===== src/rtl/gpio_rs_pkg.sv =====
package gpio_rs_pkg;

    localparam int MODE_W = 2;
    localparam logic [MODE_W-1:0] MODE_IN  = 2'd0;
    localparam logic [MODE_W-1:0] MODE_OUT = 2'd1;

    localparam int OFS_CFG = 0;
    localparam int OFS_DAT = 4;
    localparam int OFS_PUP = 8;

    typedef enum logic [3:0] {
        ST_IDLE,
        ST_SV_CON,
        ST_SV_DAT,
        ST_SV_PUP,
        ST_SV_END,
        ST_RS_PUP,
        ST_RS_RDCON,
        ST_RS_MASK,
        ST_RS_EARLY,
        ST_RS_DAT,
        ST_RS_CON
    } seq_state_e;

    typedef enum logic [1:0] {
        WK_PUP,
        WK_EARLY,
        WK_DAT,
        WK_CFG
    } wr_kind_e;

    function automatic logic mode_is_sfn(input logic [MODE_W-1:0] m);
        return m[MODE_W-1];
    endfunction

endpackage


===== src/rtl/gpio_rs_mask.sv =====
module gpio_rs_mask
    import gpio_rs_pkg::*;
#(
    parameter int NPINS = 16,
    localparam int DW = NPINS * MODE_W
) (
    input  logic [DW-1:0] cur_cfg,
    input  logic [DW-1:0] saved_cfg,
    output logic [DW-1:0] early_mask
);

    for (genvar p = 0; p < NPINS; p++) begin : g_pin
        logic [MODE_W-1:0] m_old;
        logic [MODE_W-1:0] m_new;
        logic              pick;

        assign m_old = cur_cfg[p*MODE_W +: MODE_W];
        assign m_new = saved_cfg[p*MODE_W +: MODE_W];

        always_comb begin
            if (m_old == m_new)                            pick = 1'b0;
            else if (mode_is_sfn(m_old) && mode_is_sfn(m_new)) pick = 1'b0;
            else if (m_new == MODE_OUT)                    pick = 1'b0;
            else                                           pick = 1'b1;
        end

        assign early_mask[p*MODE_W +: MODE_W] = {MODE_W{pick}};


        always_comb begin
            if (m_old == m_new)
                unchanged_excl_chk: assert (early_mask[p*MODE_W +: MODE_W] == '0);
        end


        always_comb begin
            mask_field_whole_chk: assert (early_mask[p*MODE_W +: MODE_W] == '0 ||
                                          early_mask[p*MODE_W +: MODE_W] == '1);
        end
    end

endmodule


===== src/rtl/gpio_rs_snap.sv =====
module gpio_rs_snap
    import gpio_rs_pkg::*;
#(
    parameter int NPINS = 16,
    localparam int DW = NPINS * MODE_W
) (
    input  logic          clk,
    input  logic          rst_n,
    input  logic [DW-1:0] rd_data,
    input  logic          cap_cfg,
    input  logic          cap_dat,
    input  logic          cap_pup,
    output logic [DW-1:0] sv_cfg,
    output logic [DW-1:0] sv_dat,
    output logic [DW-1:0] sv_pup,
    output logic          sv_valid
);

    always_ff @(posedge clk or negedge rst_n) begin
        if (!rst_n) begin
            sv_cfg   <= '0;
            sv_dat   <= '0;
            sv_pup   <= '0;
            sv_valid <= 1'b0;
        end else begin
            if (cap_cfg) sv_cfg <= rd_data;
            if (cap_dat) sv_dat <= rd_data;
            if (cap_pup) begin
                sv_pup   <= rd_data;
                sv_valid <= 1'b1;
            end
        end
    end

endmodule


===== src/rtl/gpio_rs_fsm.sv =====
module gpio_rs_fsm
    import gpio_rs_pkg::*;
#(
    parameter int ADDR_W = 8
) (
    input  logic              clk,
    input  logic              rst_n,
    input  logic              save_req,
    input  logic              restore_req,
    input  logic              snap_valid,
    input  logic              wr_ready,
    output logic              rd_en,
    output logic [ADDR_W-1:0] rd_addr,
    output logic              wr_en,
    output logic [ADDR_W-1:0] wr_addr,
    output wr_kind_e          wr_kind,
    output logic              cap_cfg,
    output logic              cap_dat,
    output logic              cap_pup,
    output logic              cap_early,
    output logic              busy,
    output logic              done,
    output logic              err
);

    localparam logic [ADDR_W-1:0] A_CFG = ADDR_W'(OFS_CFG);
    localparam logic [ADDR_W-1:0] A_DAT = ADDR_W'(OFS_DAT);
    localparam logic [ADDR_W-1:0] A_PUP = ADDR_W'(OFS_PUP);

    seq_state_e state;
    seq_state_e nxt;

    always_comb begin
        nxt = state;
        unique case (state)
            ST_IDLE: begin
                if (restore_req)   nxt = snap_valid ? ST_RS_PUP : ST_IDLE;
                else if (save_req) nxt = ST_SV_CON;
            end
            ST_SV_CON:   nxt = ST_SV_DAT;
            ST_SV_DAT:   nxt = ST_SV_PUP;
            ST_SV_PUP:   nxt = ST_SV_END;
            ST_SV_END:   nxt = ST_IDLE;
            ST_RS_PUP:   if (wr_ready) nxt = ST_RS_RDCON;
            ST_RS_RDCON: nxt = ST_RS_MASK;
            ST_RS_MASK:  nxt = ST_RS_EARLY;
            ST_RS_EARLY: if (wr_ready) nxt = ST_RS_DAT;
            ST_RS_DAT:   if (wr_ready) nxt = ST_RS_CON;
            ST_RS_CON:   if (wr_ready) nxt = ST_IDLE;
            default:     nxt = ST_IDLE;
        endcase
    end

    always_ff @(posedge clk or negedge rst_n) begin
        if (!rst_n) begin
            state <= ST_IDLE;
            done  <= 1'b0;
            err   <= 1'b0;
        end else begin
            state <= nxt;
            done  <= (state == ST_RS_CON) && wr_ready;
            if (state == ST_IDLE && restore_req && !snap_valid) err <= 1'b1;
            else if (state == ST_SV_END)                        err <= 1'b0;
        end
    end

    always_comb begin
        rd_en     = 1'b0;
        rd_addr   = A_CFG;
        wr_en     = 1'b0;
        wr_addr   = A_CFG;
        wr_kind   = WK_CFG;
        cap_cfg   = 1'b0;
        cap_dat   = 1'b0;
        cap_pup   = 1'b0;
        cap_early = 1'b0;
        busy      = (state != ST_IDLE);
        unique case (state)
            ST_IDLE:     ;
            ST_SV_CON:   begin rd_en = 1'b1; rd_addr = A_CFG; end
            ST_SV_DAT:   begin rd_en = 1'b1; rd_addr = A_DAT; cap_cfg = 1'b1; end
            ST_SV_PUP:   begin rd_en = 1'b1; rd_addr = A_PUP; cap_dat = 1'b1; end
            ST_SV_END:   cap_pup = 1'b1;
            ST_RS_PUP:   begin wr_en = 1'b1; wr_addr = A_PUP; wr_kind = WK_PUP; end
            ST_RS_RDCON: begin rd_en = 1'b1; rd_addr = A_CFG; end
            ST_RS_MASK:  cap_early = 1'b1;
            ST_RS_EARLY: begin wr_en = 1'b1; wr_addr = A_CFG; wr_kind = WK_EARLY; end
            ST_RS_DAT:   begin wr_en = 1'b1; wr_addr = A_DAT; wr_kind = WK_DAT; end
            ST_RS_CON:   begin wr_en = 1'b1; wr_addr = A_CFG; wr_kind = WK_CFG; end
            default:     ;
        endcase
    end


    done_idle_chk: assert property (@(posedge clk) disable iff (!rst_n)
        done |-> !busy && !wr_en);


    save_nowrite_chk: assert property (@(posedge clk) disable iff (!rst_n)
        (!busy && save_req && !restore_req) |=> rd_en && !wr_en);


    norestore_chk: assert property (@(posedge clk) disable iff (!rst_n)
        (!busy && restore_req && !snap_valid) |=> !busy && err);


    busy_strobe_chk: assert property (@(posedge clk) disable iff (!rst_n)
        (busy && !done && wr_en && !wr_ready) |=> busy);

endmodule


===== src/rtl/gpio_restore_seq.sv =====
module gpio_restore_seq
    import gpio_rs_pkg::*;
#(
    parameter int NPINS  = 16,
    parameter int ADDR_W = 8,
    localparam int DW = NPINS * MODE_W
) (
    input  logic              clk,
    input  logic              rst_n,
    input  logic              save_req,
    input  logic              restore_req,
    output logic              rd_en,
    output logic [ADDR_W-1:0] rd_addr,
    input  logic [DW-1:0]     rd_data,
    output logic              wr_en,
    output logic [ADDR_W-1:0] wr_addr,
    output logic [DW-1:0]     wr_data,
    input  logic              wr_ready,
    output logic              busy,
    output logic              done,
    output logic              err
);

    wr_kind_e      wr_kind;
    logic          cap_cfg, cap_dat, cap_pup, cap_early;
    logic [DW-1:0] sv_cfg, sv_dat, sv_pup;
    logic          sv_valid;
    logic [DW-1:0] early_mask;
    logic [DW-1:0] early_q;

    gpio_rs_fsm #(.ADDR_W(ADDR_W)) u_fsm (
        .clk(clk), .rst_n(rst_n),
        .save_req(save_req), .restore_req(restore_req),
        .snap_valid(sv_valid), .wr_ready(wr_ready),
        .rd_en(rd_en), .rd_addr(rd_addr),
        .wr_en(wr_en), .wr_addr(wr_addr), .wr_kind(wr_kind),
        .cap_cfg(cap_cfg), .cap_dat(cap_dat), .cap_pup(cap_pup),
        .cap_early(cap_early),
        .busy(busy), .done(done), .err(err)
    );

    gpio_rs_snap #(.NPINS(NPINS)) u_snap (
        .clk(clk), .rst_n(rst_n), .rd_data(rd_data),
        .cap_cfg(cap_cfg), .cap_dat(cap_dat), .cap_pup(cap_pup),
        .sv_cfg(sv_cfg), .sv_dat(sv_dat), .sv_pup(sv_pup),
        .sv_valid(sv_valid)
    );

    gpio_rs_mask #(.NPINS(NPINS)) u_mask (
        .cur_cfg(rd_data), .saved_cfg(sv_cfg), .early_mask(early_mask)
    );

    always_ff @(posedge clk or negedge rst_n) begin
        if (!rst_n)         early_q <= '0;
        else if (cap_early) early_q <= (rd_data & ~early_mask) | (sv_cfg & early_mask);
    end

    always_comb begin
        unique case (wr_kind)
            WK_PUP:   wr_data = sv_pup;
            WK_EARLY: wr_data = early_q;
            WK_DAT:   wr_data = sv_dat;
            WK_CFG:   wr_data = sv_cfg;
            default:  wr_data = sv_cfg;
        endcase
    end


    wr_hold_chk: assert property (@(posedge clk) disable iff (!rst_n)
        (wr_en && !wr_ready) |=> wr_en && $stable(wr_addr) && $stable(wr_data));


    pup_first_chk: assert property (@(posedge clk) disable iff (!rst_n)
        (!busy && restore_req && sv_valid) |=> wr_en && wr_addr == ADDR_W'(OFS_PUP) && wr_data == sv_pup);

endmodule


===== config.mk =====
export PLATFORM = sky130hd
export DESIGN_NAME = gpio_restore_seq
export DESIGN_NICKNAME = d
export VERILOG_FILES = /design/src/rtl/gpio_rs_pkg.sv /design/src/rtl/gpio_rs_mask.sv /design/src/rtl/gpio_rs_snap.sv /design/src/rtl/gpio_rs_fsm.sv /design/src/rtl/gpio_restore_seq.sv
export SDC_FILE = /design/constraint.sdc
export NUM_CORES = 1
export LEC_CHECK = 0
export BUFFER_PORTS_ARGS = -buffer_cell sky130_fd_sc_hd__buf_2
export CAP_MARGIN = 20
export CORE_ASPECT_RATIO = 1.4
export CORE_MARGIN = 5
export CORE_UTILIZATION = 50
export DETAILED_ROUTE_END_ITERATION = 12
export GPL_TIMING_DRIVEN = 0
export PLACE_DENSITY = 0.7
export REMOVE_ABC_BUFFERS = 1
export SKIP_LAST_GASP = 1
export SLEW_MARGIN = 20
export SYNTH_ARGS = -nofsm -noshare
export SYNTH_HDL_FRONTEND = slang
export SYNTH_HIERARCHICAL = 1
export SYNTH_SLANG_ARGS = --single-unit

===== constraint.sdc =====
create_clock -name clk -period 3.05 [get_ports clk]
set_input_delay 0.61 -clock clk [delete_from_list [all_inputs] [get_ports clk]]
set_output_delay 0.61 -clock clk [all_outputs]
set_load 0.005 [all_outputs]

== Word level (Yosys, flattened, before mapping) ==
Cells that the tools add are included.

* Register bits: 135
* Bits in latches: 0
* RAM bits: 0
* Bits in read-only memories: 0
* Output and inout bits: 53
* Logic and storage cells: 157
* Memories: 0

* Add/sub/neg operators: 0
* Multipliers: 0
* Divide/modulo/power cells: 0
* Magnitude comparators: 0
* Eq/ne operators: 50
* Shift-type cells: 0
* Multiplexer cells: 68
* Bitwise operators: 4
* Reductions and logical operators: 27

{| class="wikitable"
|+ Operators by type and width
! operator !! number
|-
| case mux 32 bit (4 select lines) || 1
|-
| bitwise AND 32 bit || 2
|-
| 2-to-1 mux 1 bit || 56
|-
| case mux 4 bit (10 select lines) || 1
|-
| equality test 2 x 1 -> 1 bit, second input constant || 17
|-
| equality test 2 bit || 16
|-
| NOT 32 bit || 1
|-
| bitwise OR 32 bit || 1
|-
| 2-to-1 mux 4 bit || 6
|-
| logical AND 1 bit || 19
|-
| equality test 4 x 3 -> 1 bit, second input constant || 4
|-
| case mux 4 bit (2 select lines) || 2
|-
| equality test 4 bit, second input constant || 3
|-
| equality test 4 x 2 -> 1 bit, second input constant || 2
|-
| inequality test 2 bit, second input constant || 4
|-
| OR reduction 4 bit || 2
|-
| case mux 2 bit (3 select lines) || 1
|-
| AND reduction 5 bit || 1
|-
| equality test 2 bit, second input constant || 2
|-
| equality test 4 x 1 -> 1 bit, second input constant || 1
|-
| logical NOT 4 bit || 1
|-
| nonzero test 4 bit || 1
|-
| 2-to-1 mux 3 bit || 1
|-
| inequality test 3 bit, second input constant || 1
|-
| 3 further kinds || 3
|}

== Longest topological paths before layout ==
* Word-level depth: 7
* Gate-level depth with buffers: 7

== Hierarchy ==
Netlist, hierarchy kept.

{| class="wikitable"
|+ By module, submodules not included
! module !! instances !! cells each !! area an instance (um^2) !! sequential area each (um^2)
|-
| gpio_rs_snap || 1 || 206 || 4062.6 || 2427.3
|-
| gpio_restore_seq || 1 || 174 || 2247.2 || 800.8
|-
| gpio_rs_fsm || 1 || 66 || 564.3 || 150.1
|-
| gpio_rs_mask || 1 || 64 || 520.5 || 0.0
|}

== Least setup slack after synthesis ==
Ideal clock, no wire load.

* Kind: register to output
* Start: register u_fsm.state[2]
* End: output port wr_data[0]
* Data arrival time: 1707 ps
* Required time: 2440 ps
* Slack: 733 ps
* Stages on the path, launching flop included: 7
* Buffers on the path: 3
* Cells stage by stage: dfrtp_1 > clkbuf_1 > nand2b_1 > a21o_1 > buf_6 > buf_12 > mux4_2

* Longest elaborated chain between the ends: 4
* Elaborated cells between the ends (all ways): 9

{| class="wikitable"
|+ Ends and longest elaborated chain
! what !! RTL line !! RTL
|-
| start: declaration || gpio_rs_fsm.sv:30 || <nowiki>seq_state_e state;</nowiki>
|-
| start signal: assignment || gpio_rs_fsm.sv:60 || <nowiki>state <= nxt;</nowiki>
|-
| equality test 4 bit / equality test 4 x 3 -> 1 bit (equally long branches) || gpio_rs_fsm.sv:78 || <nowiki>unique case (state)</nowiki>
|-
| case mux 2 bit (3 select lines) (*) || gpio_rs_fsm.sv:78 ||
|-
| via wr_kind[0] || gpio_restore_seq.sv:24 || <nowiki>wr_kind_e wr_kind;</nowiki>
|-
| equality test 2 bit, or another cell as far along || gpio_restore_seq.sv:59 || <nowiki>unique case (wr_kind)</nowiki>
|-
| case mux 32 bit (4 select lines) (*) || gpio_restore_seq.sv:59 ||
|-
| end: declaration || gpio_restore_seq.sv:17 || <nowiki>output logic [DW-1:0] wr_data,</nowiki>
|}

Mark *: on every way through the listed nets, which the timed path passes. The rest lies on a longest branch.

== Final worst setup path ==
* Start: register u_fsm.state[0]
* End: output port rd_addr[2]

* Longest elaborated chain between the ends: 2
* Elaborated cells between the ends (all ways): 3

{| class="wikitable"
|+ Ends and longest elaborated chain
! what !! RTL line !! RTL
|-
| equality test 4 x 2 -> 1 bit || gpio_rs_fsm.sv:78 ||
|-
| case mux 4 bit (2 select lines) (*) || gpio_rs_fsm.sv:78 ||
|-
| end: declaration || gpio_restore_seq.sv:13 || <nowiki>output logic [ADDR_W-1:0] rd_addr,</nowiki>
|}

Mark *: on every way between the ends. The rest lies on a longest branch, timed or not.

==> impl_metrics.json <==
{
  "status": "completed",
  "grt_pass1_vias": 4545,
  "cts_max_path_buffers": 2,
  "initial_core_util_pct": 50.97,
  "met1_usage_pct": 22.58,
  "required_ps": 2440,
  "grtUsageMet2_pct": 29.75,
  "insertion_delay_ps": 410,
  "fmax_mhz": 339.5,
  "leakagePower_nw": 3.842,
  "dpl.hpwl_um": 9592,
  "hold_buffers": 0,
  "end_kind": "output pin",
  "clock-sinks": 135,
  "die-height_um": 153.9,
  "cts_tree": "yes",
  "n_fill_cell": 1127,
  "drive_above_1_share_pct": 47.60,
  "nets": 608,
  "arrival_ps": 2340,
  "wirelength_um": 14460,
  "worstPathCellList": "nand2b_1, nor3_4, buf_4, buf_4, buf_4, buf_2",
  "rows": 52,
  "crit_slowest_cell": "dfrtp_1",
  "ys_types": 35,
  "avgSynthCellArea_um2": 14.50,
  "cp-start-kind": "flip-flop",
  "period_needed_ps": 2946,
  "portBuffers": 77,
  "ys_seq_area_share_pct": 45.69,
  "clock-skew-final_ps": 7.284,
  "final.setup.tns_ps": 0,
  "post-route-period-util_pct": 96.59,
  "core_region_area_mm2": 0.01451,
  "place.gp.congestion": 0.7559,
  "max_stage_delay_ps": 500,
  "die_x_um": 112.8,
  "drv_slew": 0,
  "grt_pass1_wl_um": 24180,
  "grt_overflow": 0,
  "root_buffer": "clkbuf_16",
  "die_area_mm2": 0.01736,
  "htreeDepth": 4,
  "worst-path-buf-inv": 4,
  "path_max_fanout": 11,
  "antenna_found_initial": 0,
  "final_cells": 773,
  "grt-busiest-layer": "met2",
  "gr-usage-met3_pct": 3.932,
  "tightest_slew_ps": 521.1,
  "routedWlPerCell_um": 18.71,
  "ys.warnings.count": 6,
  "numCtsBuffers": 17,
  "netlist_area_mm2": 0.007395,
  "track_usage_pct": 17.52,
  "avgViaCountPerCell": 5.365,
  "cellPowerDensity_mw_per_mm2": 1190,
  "drt_iter0_markers": 171,
  "cpLargestDelayFamily": "buffers and inverters",
  "ir_drop_mv": 0.4477,
  "rsz0062_at_grt": "yes",
  "syn_inst": 510,
  "pin_count": 90,
  "synth-seq-cells": 135,
  "hold_violations": 0,
  "path_clk_slew_ps": 60,
  "vias": 4147,
  "grt_max_degree": 74,
  "post-route-drc-count": 0,
  "slew-limit-headroom_pct": 65.18,
  "path_class": "flip-flop to output pin",
  "syn2layout_area_growth_pct": 13.18,
  "max_cap_violations": 0,
  "dr.pass1.iters": 4,
  "hold_path.class": "primary input to asynchronous set/reset pin",
  "antenna_cells": 0,
  "cp_common_cell": "buf_4",
  "dp.cells": 732,
  "finalSetupViolCount": 0,
  "drtAntennaViolNets": 0
}
[cell families after synthesis]
logic type	share of synthesized area [%]
multiplexers	35.77
other	0.05071
buffers and inverters	9.678
flip-flops	45.69
AO/OA/AOI/OAI	4.958
adder cells (fa/ha/maj)	0.1354
AND/OR/NAND/NOR	3.723
[flip-flops by register name, summed over array words and instances (netlist names)]
name and cells:
early_q 32, u_fsm/done 1, u_fsm/err 1, u_fsm/state 4, u_snap/sv_cfg 32, u_snap/sv_dat 32
u_snap/sv_pup 32, u_snap/sv_valid 1
[cell usage in the layout, fill, tap and decap left out, types with 2 or more instances in the layout]
cell,n
nand2_1,2
inv_6,3
nor2_1,37
buf_4,19
a311oi_1,2
dfrtp_1,133
bufinv_16,2
mux4_1,2
nor3_2,2
mux4_2,30
inv_1,3
clkinv_4,2
conb_1,12
clkinv_2,2
mux2_2,7
mux2i_1,48
a21oi_1,34
nand2b_2,2
a21o_4,2
nand2b_1,4
buf_6,2
buf_12,4
dfrtp_2,2
buf_16,4
mux2_4,89
o21bai_1,16
clkinvlp_4,5
buf_2,76
clkbuf_16,17
[power breakdown]
group	internal [mW]	leakage [nW]	switching [mW]
combinational	2.90	2.02	1.71
clock	1.21	0.269	0.794
sequential	2.68	1.56	0.666
[routing by layer]
layer / up-vias / part of all wire [%] / wire, µm
li1: 1914 / - / -
met1: 2129 / 43 / 6240
met2: 93 / 51 / 7439
met3: 11 / 4.4 / 635
met4: 0 / 1.0 / 144
met5: - / 0 / 0
[Yosys cell counts (all sizes together)]
cell type	number	share of area (%)
dfrtp	135	46
mux2	97	19
buf	75	9.5
mux2i	49	6.6
nor2	38	1.9
a21oi	35	2.4
mux4	32	9.8
o21bai	16	1.6
nand2b	7	0.59
nor3	4	0.27
inv	3	0.15
a21o	2	0.20
a311oi	2	0.24
nand2	2	0.10
nor4bb	2	0.47
clkbuf	1	0.051
conb	1	0.051
maj3	1	0.14
nor2b	1	0.085
nor3b	1	0.10
o21a	1	0.10
o21ai	1	0.068
o22ai	1	0.085
o32ai	1	0.22
or2	1	0.085
or3	1	0.085
[through the flow]
step	power [mW]	setup WS (ps)	cell area (µm²)	util [%]	hold WS [ps]
after floorplan	6.532	-1791	6731	-	314.4
after global placement	7.580	-4354	7353	50.68	480.1
after detailed placement	7.804	25.09	7641	52.66	488.6
after CTS	9.991	3.509	8303	57.23	144.1
after global routing	10.57	-17.74	8369	57.68	167.7
final	9.957	104.1	8369	57.68	133.6
[timing repair]
item                       in CTS  in global routing
pin swaps                       1                  1
setup endpoints to repair      32                 17
cloned                          1                  0
setup buffers                   5                  3
gates resized for setup         7                  1
[path summary, 6_finish.rpt]
path / startpoint / to / slack, ps / depth (start not counted)
worst max-delay path: u_fsm/state[0]$_DFFE_PN0P_ / rd_addr[2] / 100 / 6
worst min-delay path: rst_n / u_snap/sv_pup[16]$_DFFE_PN0P_ / 130 / 1
worst max register to register: u_fsm/state[3]$_DFFE_PN0P_ / u_snap/sv_pup[0]$_DFFE_PN0P_ / 660 / 8
worst min register to register: u_snap/sv_dat[6]$_DFFE_PN0P_ / u_snap/sv_dat[6]$_DFFE_PN0P_ / 500 / 1
max in group asynchronous: rst_n / early_q[29]$_DFFE_PN0P_ / 2180 / 2
min in group clk: rd_data[28] / u_snap/sv_pup[28]$_DFFE_PN0P_ / 500 / 2
[layout make-up]
class	instances	area [µm²]	share of cell area (%)
Tap cell	189	236.5	2.826
Multi-Input combinational cell	308	3410	40.74
Timing Repair Buffer	106	750.7	8.970
Inverter	3	11.26	0.1345
Clock buffer	18	429.2	5.128
Clock inverter	14	151.4	1.809
Sequential cell	135	3381	40.39
Power figures use the tool's default switching activity.
